===== src/rtl/dac_fe_pkg.sv =====
package dac_fe_pkg;

  typedef struct packed {
    logic sclk;
    logic sdi;
    logic cs_n;
    logic ld_a_n;
    logic ld_b_n;
    logic clr_n;
    logic mid_sel;
    logic pd_n;
  } pins_t;

  localparam pins_t PINS_IDLE = '{sclk: 1'b0, sdi: 1'b0, cs_n: 1'b1, ld_a_n: 1'b1,
                                  ld_b_n: 1'b1, clr_n: 1'b1, mid_sel: 1'b0, pd_n: 1'b1};

  localparam int NUM_CH = 2;

endpackage


===== src/rtl/dac_fe_pin_sync.sv =====
module dac_fe_pin_sync #(
  parameter int               WIDTH   = 1,
  parameter int               STAGES  = 2,
  parameter logic [WIDTH-1:0] RST_VAL = '0
) (
  input  logic             clk_i,
  input  logic             rst_ni,
  input  logic [WIDTH-1:0] d_i,
  output logic [WIDTH-1:0] q_o
);

  logic [WIDTH-1:0] stage_q [STAGES];

  always_ff @(posedge clk_i or negedge rst_ni) begin
    if (!rst_ni) begin
      for (int i = 0; i < STAGES; i++) stage_q[i] <= RST_VAL;
    end else begin
      stage_q[0] <= d_i;
      for (int i = 1; i < STAGES; i++) stage_q[i] <= stage_q[i-1];
    end
  end

  assign q_o = stage_q[STAGES-1];

endmodule


===== src/rtl/dac_fe_shifter.sv =====
module dac_fe_shifter #(
  parameter int DATA_W = 12
) (
  input  logic              clk_i,
  input  logic              rst_ni,
  input  logic              sclk_i,
  input  logic              sdi_i,
  input  logic              cs_ni,
  output logic [DATA_W-1:0] sr_o
);

  logic              sclk_prev_q;
  logic              shift_en;
  logic [DATA_W-1:0] sr_q;

  assign shift_en = sclk_i & ~sclk_prev_q & ~cs_ni;

  always_ff @(posedge clk_i or negedge rst_ni) begin
    if (!rst_ni) begin
      sclk_prev_q <= 1'b0;
      sr_q        <= '0;
    end else begin
      sclk_prev_q <= sclk_i;
      if (shift_en) sr_q <= {sr_q[DATA_W-2:0], sdi_i};
    end
  end

  assign sr_o = sr_q;


  shift_gated_chk: assert property (@(posedge clk_i) disable iff (!rst_ni)
    (cs_ni || !sclk_i) |=> $stable(sr_q));


  shift_step_chk: assert property (@(posedge clk_i) disable iff (!rst_ni)
    (sclk_i && !sclk_prev_q && !cs_ni) |=> sr_q == {$past(sr_q[DATA_W-2:0]), $past(sdi_i)});

endmodule


===== src/rtl/dac_fe_code_reg.sv =====
module dac_fe_code_reg #(
  parameter int DATA_W = 12
) (
  input  logic              clk_i,
  input  logic              rst_ni,
  input  logic [DATA_W-1:0] sr_i,
  input  logic              ld_ni,
  input  logic              clr_ni,
  input  logic              mid_sel_i,
  output logic [DATA_W-1:0] code_o
);

  localparam logic [DATA_W-1:0] MID_CODE = {1'b1, {(DATA_W-1){1'b0}}};

  logic [DATA_W-1:0] code_q;
  logic [DATA_W-1:0] forced;

  assign forced = mid_sel_i ? MID_CODE : '0;

  // clear wins over load; load low is transparent
  always_ff @(posedge clk_i or negedge rst_ni) begin
    if (!rst_ni)     code_q <= '0;
    else if (!clr_ni) code_q <= forced;
    else if (!ld_ni)  code_q <= sr_i;
  end

  assign code_o = code_q;


  code_hold_chk: assert property (@(posedge clk_i) disable iff (!rst_ni)
    (clr_ni && ld_ni) |=> $stable(code_q));


  code_follow_chk: assert property (@(posedge clk_i) disable iff (!rst_ni)
    (clr_ni && !ld_ni) |=> code_q == $past(sr_i));


  clr_code_chk: assert property (@(posedge clk_i) disable iff (!rst_ni)
    !clr_ni |=> code_q == ($past(mid_sel_i) ? MID_CODE : '0));


  clr_prio_chk: assert property (@(posedge clk_i) disable iff (!rst_ni)
    (!clr_ni && !ld_ni && sr_i != forced) |=> code_q != $past(sr_i));

endmodule


===== src/rtl/dual_dac_frontend.sv =====
module dual_dac_frontend
  import dac_fe_pkg::*;
#(
  parameter int DATA_W      = 12,
  parameter int SYNC_STAGES = 2
) (
  input  logic              clk_i,
  input  logic              rst_ni,
  input  logic              sclk_i,
  input  logic              sdi_i,
  input  logic              cs_ni,
  input  logic              ld_a_ni,
  input  logic              ld_b_ni,
  input  logic              clr_ni,
  input  logic              mid_sel_i,
  input  logic              pd_ni,
  output logic [DATA_W-1:0] code_a_o,
  output logic [DATA_W-1:0] code_b_o,
  output logic              pd_o
);

  localparam int PIN_W = $bits(pins_t);

  pins_t             pins_raw, pins_s;
  logic [DATA_W-1:0] sr;
  logic [NUM_CH-1:0] ld_n;
  logic [DATA_W-1:0] code [NUM_CH];

  assign pins_raw = '{sclk: sclk_i, sdi: sdi_i, cs_n: cs_ni, ld_a_n: ld_a_ni,
                      ld_b_n: ld_b_ni, clr_n: clr_ni, mid_sel: mid_sel_i, pd_n: pd_ni};

  dac_fe_pin_sync #(
    .WIDTH  (PIN_W),
    .STAGES (SYNC_STAGES),
    .RST_VAL(PINS_IDLE)
  ) pin_sync_i (
    .clk_i (clk_i),
    .rst_ni(rst_ni),
    .d_i   (pins_raw),
    .q_o   (pins_s)
  );

  dac_fe_shifter #(.DATA_W(DATA_W)) shifter_i (
    .clk_i (clk_i),
    .rst_ni(rst_ni),
    .sclk_i(pins_s.sclk),
    .sdi_i (pins_s.sdi),
    .cs_ni (pins_s.cs_n),
    .sr_o  (sr)
  );

  assign ld_n = {pins_s.ld_b_n, pins_s.ld_a_n};

  for (genvar ch = 0; ch < NUM_CH; ch++) begin : g_ch
    dac_fe_code_reg #(.DATA_W(DATA_W)) code_reg_i (
      .clk_i    (clk_i),
      .rst_ni   (rst_ni),
      .sr_i     (sr),
      .ld_ni    (ld_n[ch]),
      .clr_ni   (pins_s.clr_n),
      .mid_sel_i(pins_s.mid_sel),
      .code_o   (code[ch])
    );
  end

  assign code_a_o = code[0];
  assign code_b_o = code[1];
  assign pd_o     = ~pins_s.pd_n;


  clr_both_chk: assert property (@(posedge clk_i) disable iff (!rst_ni)
    !pins_s.clr_n |=> code_a_o == code_b_o);

endmodule


===== config.mk =====
export PLATFORM = sky130hd
export DESIGN_NAME = dual_dac_frontend
export DESIGN_NICKNAME = d
export VERILOG_FILES = /design/src/rtl/dac_fe_pkg.sv /design/src/rtl/dac_fe_pin_sync.sv /design/src/rtl/dac_fe_shifter.sv /design/src/rtl/dac_fe_code_reg.sv /design/src/rtl/dual_dac_frontend.sv
export SDC_FILE = /design/constraint.sdc
export NUM_CORES = 1
export LEC_CHECK = 0
export ABC_AREA = 0
export CORE_ASPECT_RATIO = 2
export CORE_MARGIN = 1.5
export CORE_UTILIZATION = 51
export CTS_CLUSTER_DIAMETER = 60
export DETAILED_ROUTE_END_ITERATION = 10
export GPL_TIMING_DRIVEN = 0
export PLACE_DENSITY = 0.78
export SLEW_MARGIN = 20
export SYNTH_ARGS = -nofsm -noshare
export SYNTH_HDL_FRONTEND = slang
export SYNTH_SLANG_ARGS = --single-unit
export TNS_END_PERCENT = 10

===== constraint.sdc =====
create_clock -name clk_i -period 1.4 [get_ports clk_i]
set_input_delay 0.14 -clock clk_i [delete_from_list [all_inputs] [get_ports clk_i]]
set_output_delay 0.14 -clock clk_i [all_outputs]
set_load 0.01 [all_outputs]

=== Word-level counts from Yosys, hierarchy flattened ===
Index checks and enable logic that the tools add are counted.

* Bits in registers: 53
* Latch bits: 0
* Memory bits (writable): 0
* Bits in read-only memories: 0
* Bits of input ports: 10
* Memories kept: 0

* $add $sub $neg: 0
* Multiply operators: 0
* Divide/modulo/power cells: 0
* Magnitude comparators: 0
* Equal/unequal tests: 2
* Shift-type cells: 0
* Multiplexer cells: 5
* Bitwise gates (word level): 5
* Reductions and logical operators: 0

{| class="wikitable"
|+ Operator list
! kind !! count
|-
| 2-to-1 mux 12 bit || 5
|-
| inequality test 2 bit, second input constant || 2
|-
| NOT 1 bit || 3
|-
| AND 1 bit || 2
|}

=== Depth between registers and ports, before layout ===
Gate-level depths: netlist of the first run.

* Depth after elaboration: 3
* Mapped depth: 3
* Gate-level depth less buffers: 2

=== Cells and area by module ===
A second synthesis of the first run with hierarchy kept.

* Cell total of the unflattened synthesis: 130
* Area total of the unflattened synthesis: 1993.2 µm²

{| class="wikitable"
|+ Modules (own cells, without submodules)
! module !! instances !! cells each !! area an instance (µm²)
|-
| dac_fe_code_reg || 2 || 39 || 513.0
|-
| dac_fe_shifter || 1 || 27 || 490.5
|-
| dac_fe_pin_sync || 1 || 24 || 473.0
|-
| dual_dac_frontend || 1 || 1 || 3.8
|}

=== Worst setup path after synthesis of the first run ===
Ideal clock, no wire load.

* Path type: register to register
* From: register shifter_i.sclk_prev_q
* To: register shifter_i.sr_q[10] (netlist: shifter_i.sr_o[10])
* Data arrival time: 1.098 ns
* Path slack: 0.178 ns
* Stages on the path, launching flop included: 4
* Buffers on the path: 1
* Clock period less this slack: 1.222 ns
* Cell sequence: dfrtp_1 nor3b_4 buf_6 mux2_2

* Longest elaborated chain between the ends: 3

{| class="wikitable"
|+ Ends and longest elaborated chain
! element !! RTL line !! text
|-
| start, declared || dac_fe_shifter.sv:12 || <nowiki>logic sclk_prev_q;</nowiki>
|-
| start signal, assigned || dac_fe_shifter.sv:23 || <nowiki>sclk_prev_q <= sclk_i;</nowiki>
|-
| NOT 1 bit || dac_fe_shifter.sv:16 || <nowiki>assign shift_en = sclk_i & ~sclk_prev_q & ~cs_ni;</nowiki>
|-
| AND 1 bit (2 in series) || dac_fe_shifter.sv:16 ||
|-
| end signal, assigned || dac_fe_shifter.sv:24 || <nowiki>if (shift_en) sr_q <= {sr_q[DATA_W-2:0], sdi_i};</nowiki>
|-
| end, declared || dac_fe_shifter.sv:14 || <nowiki>logic [DATA_W-1:0] sr_q;</nowiki>
|}

No other way between the ends.
A chain may end at the register's enable or synchronous reset.

=== Worst setup path in the final report of the first run ===
* From: register g_ch[1].code_reg_i.code_q[8]
* To: output port code_b_o[8]

{| class="wikitable"
|+ RTL lines
! element !! RTL line !! text
|-
| start, declared || dac_fe_code_reg.sv:15 || <nowiki>logic [DATA_W-1:0] code_q;</nowiki>
|-
| start signal, assigned || dac_fe_code_reg.sv:23 || <nowiki>else if (!clr_ni) code_q <= forced;</nowiki>
|-
| start signal, assigned || dac_fe_code_reg.sv:24 || <nowiki>else if (!ld_ni) code_q <= sr_i;</nowiki>
|-
| end, declared || dual_dac_frontend.sv:18 || <nowiki>output logic [DATA_W-1:0] code_b_o,</nowiki>
|}

No word-level cell between the ends.

==> reports/metrics.yaml, run 1 <==
outcome:
  status: "finished, final reports clean"
global_routing:
  grt_pass1_wl_um: 5170
  overflow: 0
  track_usage_pct: 17.3
  grt_max_degree: 35
  grt_pass1_vias: 1104
  antenna_found_initial: 0
worst_setup_path:
  slowest_delay_ns: 0.54
  crit_chain: "clkdlybuf4s50_1"
  critPathTopFamily: "buffers and inverters"
  regToRegSetupSlack_ns: 0.10
  critical_path_buf_inv_count: 1
  worstPathRequired_ns: 1.26
  arrival_ns: 1.20
  worst-setup-path-type: "flip-flop to output pin"
  cp-start-kind: "flip-flop"
  path_max_fanout: 2
  end_kind: "output pin"
  cp_slowest_cell: "clkdlybuf4s50_1"
synthesis:
  syn-mean-instance-area_um2: 15.9
  synth-compound-area-share_pct: 0.521
  synthMuxAreaShare_pct: 19.5
  synth_nets: 131
  synth_cell_types: 12
  synth-simple-area-share_pct: 8.33
  synth_fa_ha_area_share_pct: 0
  synth_cells: 121
  synth.cell_area_um2: 1920
  ys_ff_latch: 53
  ys_seq_area_share_pct: 69.7
  synth_top_family_by_area: "multiplexers"
  synthXorXnorAreaFrac_pct: 0
  yosysWarnings: 0
layout:
  layout_commonest_cell: "dfrtp_1"
  diodes: 0
  regArea_um2: 1340
  drive_above_1_share_pct: 20.7
  final_nets: 174
  final_cell_mix: "43 x dfrtp_1, 30 x clkdlybuf4s50_1, 24 x mux2i_1"
  syn_to_final_growth_pct: 26.9
  multi_input_comb_area_um2: 546
  fillCellCount: 278
  instances_no_fill: 213
routing:
  antenna_left: 0
  vias: 1056
  wl_per_cell_um: 13.8
  wirelength_um: 2930
  drt_drc_violations_left: 0
  drt_iter0_drc: 11
  drt-vias-per-instance: 4.96
  dr.pass1.iters: 4
clocking:
  cts_made_buffers: 5
  clock_latency_ns: 0.30
  cts.path.max_buffers: 2
  postCtsSetupBuffers: 0
  cts.sinks: 53
  root_buffer: "clkbuf_8"
  clk_pin_slew_ns: 0.08
  htree_levels: 2
  cts_tree: "done"
timing:
  max_slew.worst_pin.slew_ns: 0.451
  slew_headroom_pct: 69.9
  fin_crit_sh_pct: 95.8
  max_freq_ghz: 0.746
  drv_slew: 0
  fin_tns_setup_ns: 0
  finalHoldViolCount: 0
  finalSetupViolCount: 0
  whs_ns: 0.244
  fin_skew_ns: 0.00673
  rsz0062_at_grt: "no"
  fin_crit_ns: 1.34
  layout_setup_ws_ns: 0.0594
power_and_ir_drop:
  peakVddDrop_v: 0.000997
  p_leak_nw: 1.13
  total_power_mw: 3.35
  p_per_area_nw_per_um2: 1380
floorplanning:
  die_area_um2: 4170
  die_x_um: 46.4
  initial_core_util_pct: 53.3
  coreArea_um2: 3610
  pin_count: 35
  die_y_um: 89.8
  num_rows: 31
flow_run:
  cap_violations: 0
placement:
  dp_hpwl_um: 2100
  routabilityCongestion: 0.730
  dp_cells: 205
  dp_slack_ns: 0.0925
  port_buffers: 34
min_path:
  hold_path.class: "primary input to flip-flop"
==> kinds of logic (layout without fill, tap and decap cells) <==
kind of cell,Yosys count,after routing
flip-flops,53,53
buffers and inverters,6,49
multiplexers,36,36
AND/OR/NAND/NOR,24,24
AO/OA/AOI/OAI,2,2
==> final cells by class <==
class                   count  area share [%]
plain buffers               5            1.39
multi-input cells          62            22.4
well taps                  49            2.51
repair buffers             36            15.1
flip-flops and latches     53            54.9
clock buffers               7            3.54
inverters                   1           0.154
==> flip-flops by register name, indices dropped and copies added, names as in the netlist <==
register	flops
g_ch.code_reg_i.code_o	24
pin_sync_i.stage_q	8
shifter_i.sr_o	12
shifter_i.sclk_prev_q	1
pin_sync_i.q_o	8
==> cells in the mapped netlist (all sizes together) <==
cell type	n	area, um^2
nor3b	1	18.8
a21oi	2	10.0
clkbuf	2	7.51
buf	3	26.3
mux2i	24	240
nor2	1	3.75
dfstp	10	263
inv	1	3.75
dfrtp	43	1080
mux2	12	135
nor2b	22	138
==> worst paths after layout <==
| check | startpoint | to | cells past startpoint |
|---|---|---|---|
| min in group asynchronous | rst_ni | g_ch[1].code_reg_i.code_o[3]$_DFFE_PN0P_ | 2 |
| worst min-delay path | pd_ni | pin_sync_i.stage_q[8]$_DFF_PN1_ | 1 |
| worst max-delay path | g_ch[1].code_reg_i.code_o[8]$_DFFE_PN0P_ | code_b_o[8] | 1 |
| max in group asynchronous | rst_ni | pin_sync_i.q_o[0]$_DFF_PN1_ | 3 |
| worst max register to register | shifter_i.sclk_prev_q$_DFF_PN0_ | shifter_i.sr_o[4]$_DFFE_PN0P_ | 3 |
| worst min register to register | pin_sync_i.stage_q[9]$_DFF_PN0_ | pin_sync_i.q_o[1]$_DFF_PN0_ | 0 |
==> report_power, final <==
part | leakage (nW) | switching, mW | internal [mW]
combinational | 0.423 | 0.227 | 0.369
clock | 0.0443 | 0.434 | 0.393
sequential | 0.666 | 0.170 | 1.76
total | 1.13 | 0.830 | 2.52
==> metal layers <==
metal	part of all wire (%)	track usage [%]	vias up	wire length, um
met1	38	20.7	540	1120
li1	-	-	488	-
met4	1.3	9.29	0	38
met3	3.7	4.22	4	107
met2	57	27.2	24	1660
met5	0	0	-	0
==> timing repair <==
action / 4_1_cts / 5_1_grt
setup endpoints to repair: 1 / 2
hold buffers: 1 / 0
cloned: 0 / 0
resized for setup: 1 / 2
hold endpoints to repair: 13 / 0
==> through the flow <==
stage	area (um^2)	utilization (%)
6_report	2440	67.6
5_1_grt	2440	67.6
4_1_cts	2430	67.5
3_5_place_dp	2340	64.8
3_3_place_gp	2320	64.4
2_1_floorplan	1920	-
(Power assumes the default switching activity.)
==> run 2: changes to the inputs <==
Settings changed: CORE_UTILIZATION 51 to 46, PLACE_DENSITY 0.78 to 0.76.
Clock period 1.4 ns to 1.2 ns, I/O delays scaled along.
==> run 2 against run 1 <==
  * Combinational power is 22% higher
  * Clock-buffer cell count is 1 higher
  * Die area is 10% higher
  * Routed wire length is 8.5% higher
  * Clock power is 9.4% higher
  * Non-clock buffer count is 3 higher
  * Hold slack worse by 0.013 ns
  * Global-route usage is 2.2 points lower
  * Setup slack worse by 0.14 ns
  * Sequential power is 18% higher
  * Largest power group unchanged
  * First-iteration DRC count is 45% lower
  * Sequential share of layout area is 1.3 points lower
  * Critical path type is now flip-flop to flip-flop
  * The flow now finishes with violations (setup timing)
==> reports/metrics.yaml, run 2 (synthesis gave the netlist of run 1 again) <==
layout:
  final_nets: 177  # +1.7%
  largest_reg_flops: 24  # unchanged
  fillCellCount: 354  # +27%
  finalInstanceArea_um2: 2500  # +2.4%
  final_cell_mix: "43 x dfrtp_1, 24 x mux2i_1, 24 x dlygate4sd2_1"
  regArea_um2: 1340  # unchanged
  drive_above_1_share_pct: 23.2  # +2.5 points
  layout_commonest_cell: "dfrtp_1"
  syn_to_final_growth_pct: 29.9
  diodes: 0  # unchanged
  multi_input_comb_area_um2: 591  # +8.3%
routing:
  wirelength_um: 3180  # +8.5%
  dr.pass1.iters: 3  # -1
  wl_per_cell_um: 14.5  # +5.0%
  drt_drc_violations_left: 0  # unchanged
  antenna_left: 0  # unchanged
  vias: 1060  # +0.38%
  drt-vias-per-instance: 4.82  # -2.8%
  drt_iter0_drc: 6  # -5
outcome:
  status: "finished with violations"
  violations: "setup timing"
timing:
  slew_headroom_pct: 71.2  # +1.3 points
  drv_slew: 0  # unchanged
  max_freq_ghz: 0.783
  whs_ns: 0.231  # -0.0134 ns
  finalSetupViolCount: 12  # +12
  fin_crit_ns: 1.28
  finalHoldViolCount: 0  # unchanged
  rsz0062_at_grt: "yes"
  layout_setup_ws_ns: -0.0773  # -0.137 ns
  max_slew.worst_pin.slew_ns: 0.433  # -0.0188 ns
  fin_crit_sh_pct: 106
  fin_skew_ns: 0.00882  # +0.00209 ns
clocking:
  clock_latency_ns: 0.29  # about the same
  cts.path.max_buffers: 2  # unchanged
  cts.sinks: 53  # unchanged
  cts_made_buffers: 5  # unchanged
  clk_pin_slew_ns: 0.08  # about the same
  cts_tree: "done"
  root_buffer: "clkbuf_8"
  htree_levels: 2  # unchanged
global_routing:
  overflow: 0  # unchanged
  grt_max_degree: 36  # +2.9%
  track_usage_pct: 15.1  # -2.2 points
  grt_pass1_vias: 1093  # -1.0%
  grt_pass1_wl_um: 5220  # +1.1%
  antenna_found_initial: 0  # unchanged
worst_setup_path:
  cp-start-kind: "flip-flop"
  crit_chain: "nor3b_4, buf_6, mux2_4"
  slowest_delay_ns: 0.40  # -0.14 ns
  end_kind: "flip-flop"
  arrival_ns: 1.45  # +0.25 ns
  worstPathRequired_ns: 1.38  # +0.12 ns
  r2r_cells: 3  # unchanged
  path_max_fanout: 5  # +3
  worst-setup-path-type: "flip-flop to flip-flop"
  cp_slowest_cell: "dfrtp_1"
flow_run:
  cap_violations: 0  # unchanged
floorplanning:
  die_x_um: 48.7  # +5.0%
  initial_core_util_pct: 47.5  # -5.8 points
  coreArea_um2: 4050  # +12%
  num_rows: 33  # +6.5%
  die_area_um2: 4600  # +10%
  pin_count: 35  # unchanged
  die_y_um: 94.4  # +5.1%
power_and_ir_drop:
  p_per_area_nw_per_um2: 1560  # +14%
  peakVddDrop_v: 0.00101  # +1.4%
  p_leak_nw: 1.26  # +11%
  total_power_mw: 3.90  # +16%
min_path:
  hold_path.class: "primary input to flip-flop"
  hold_depth: 1  # unchanged
placement:
  port_buffers: 34  # unchanged
  dp_hpwl_um: 2210  # +4.9%
  routabilityCongestion: 0.742  # +1.6%
  post_dp_cell_area_um2: 2340  # +0.16%
run 2: cell types whose count changed in the layout (fill, tap and decap cells not counted), sizes merged:
cell	delta
buf	+3
clkbuf	+2
clkdlybuf4s50	-22
dlymetal6s2s	-2
dlygate4sd2	+23
run 2: per-stage QoR:
step	setup slack (ns)	cells	setup TNS, ns	util (%)
6_report	-0.0773	220	-0.804	61.7
5_1_grt	-0.118	220	-1.26	61.7
4_1_cts	-0.0980	217	-0.844	59.7
3_5_place_dp	-0.0829	208	-0.710	57.9
3_3_place_gp	-1.36	207	-67.33	57.5
2_1_floorplan	-0.00135	121	-0.0135	-
run 2: worst paths after layout:
| path | from | to | slack, ns |
|---|---|---|---|
| setup reg to reg | shifter_i.sclk_prev_q$_DFF_PN0_ | shifter_i.sr_o[10]$_DFFE_PN0P_ | -0.08 |
| setup / recovery | shifter_i.sclk_prev_q$_DFF_PN0_ | shifter_i.sr_o[10]$_DFFE_PN0P_ | -0.08 |
| min in group asynchronous | rst_ni | shifter_i.sr_o[8]$_DFFE_PN0P_ | 0.29 |
| hold reg to reg | pin_sync_i.stage_q[14]$_DFF_PN0_ | pin_sync_i.q_o[6]$_DFF_PN0_ | 0.36 |
| max in group asynchronous | rst_ni | pin_sync_i.q_o[3]$_DFF_PN1_ | 0.32 |
| hold / removal | cs_ni | pin_sync_i.stage_q[13]$_DFF_PN1_ | 0.23 |
run 2: per-layer routing:
layer	GRT usage, %	part of all wire, %	vias to the layer above
met5	0	0	-
met4	6.43	1.6	0
met3	3.01	3.4	6
met2	27.7	56	24
met1	16.7	39	539
li1	-	-	491
run 2: final cells by class:
cell class	count	share of cell area, %
Multi-Input combinational cell	62	23.7
Tap cell	52	2.61
Buffer	5	2.46
Timing Repair Buffer	39	14.3
Sequential cell	53	53.6
Clock buffer	8	3.21
Inverter	1	0.150
run 2: critical path, delay by kind of cell, from the launching register on:
kind,cells,cell delay [ns]
flip-flops,1,0.40
multiplexers,1,0.30
AND/OR/NAND/NOR,1,0.29
buffers and inverters,1,0.18
run 2: power breakdown:
| part | switching (mW) | internal (mW) |
|---|---|---|
| clock | 0.489 | 0.415 |
| combinational | 0.282 | 0.446 |
| sequential | 0.214 | 2.06 |
| total | 0.985 | 2.92 |
run 2: what timing repair did:
item / 4_1_cts / 5_1_grt
cloned: 0 / 1
resized for setup: 31 / 19
hold buffers: 1 / 0
buffers inserted: 0 / 2
pin swaps: 0 / 1
endpoints found under the hold margin: 17 / 0
endpoints found under the setup margin: 48 / 14
==> run 3: changes to the inputs <==
Settings changed: ABC_CLOCK_PERIOD_IN_PS set to 1200.
==> results of run 3 <==
Same layout as run 2: the final DEF is identical, and so are final timing and power.
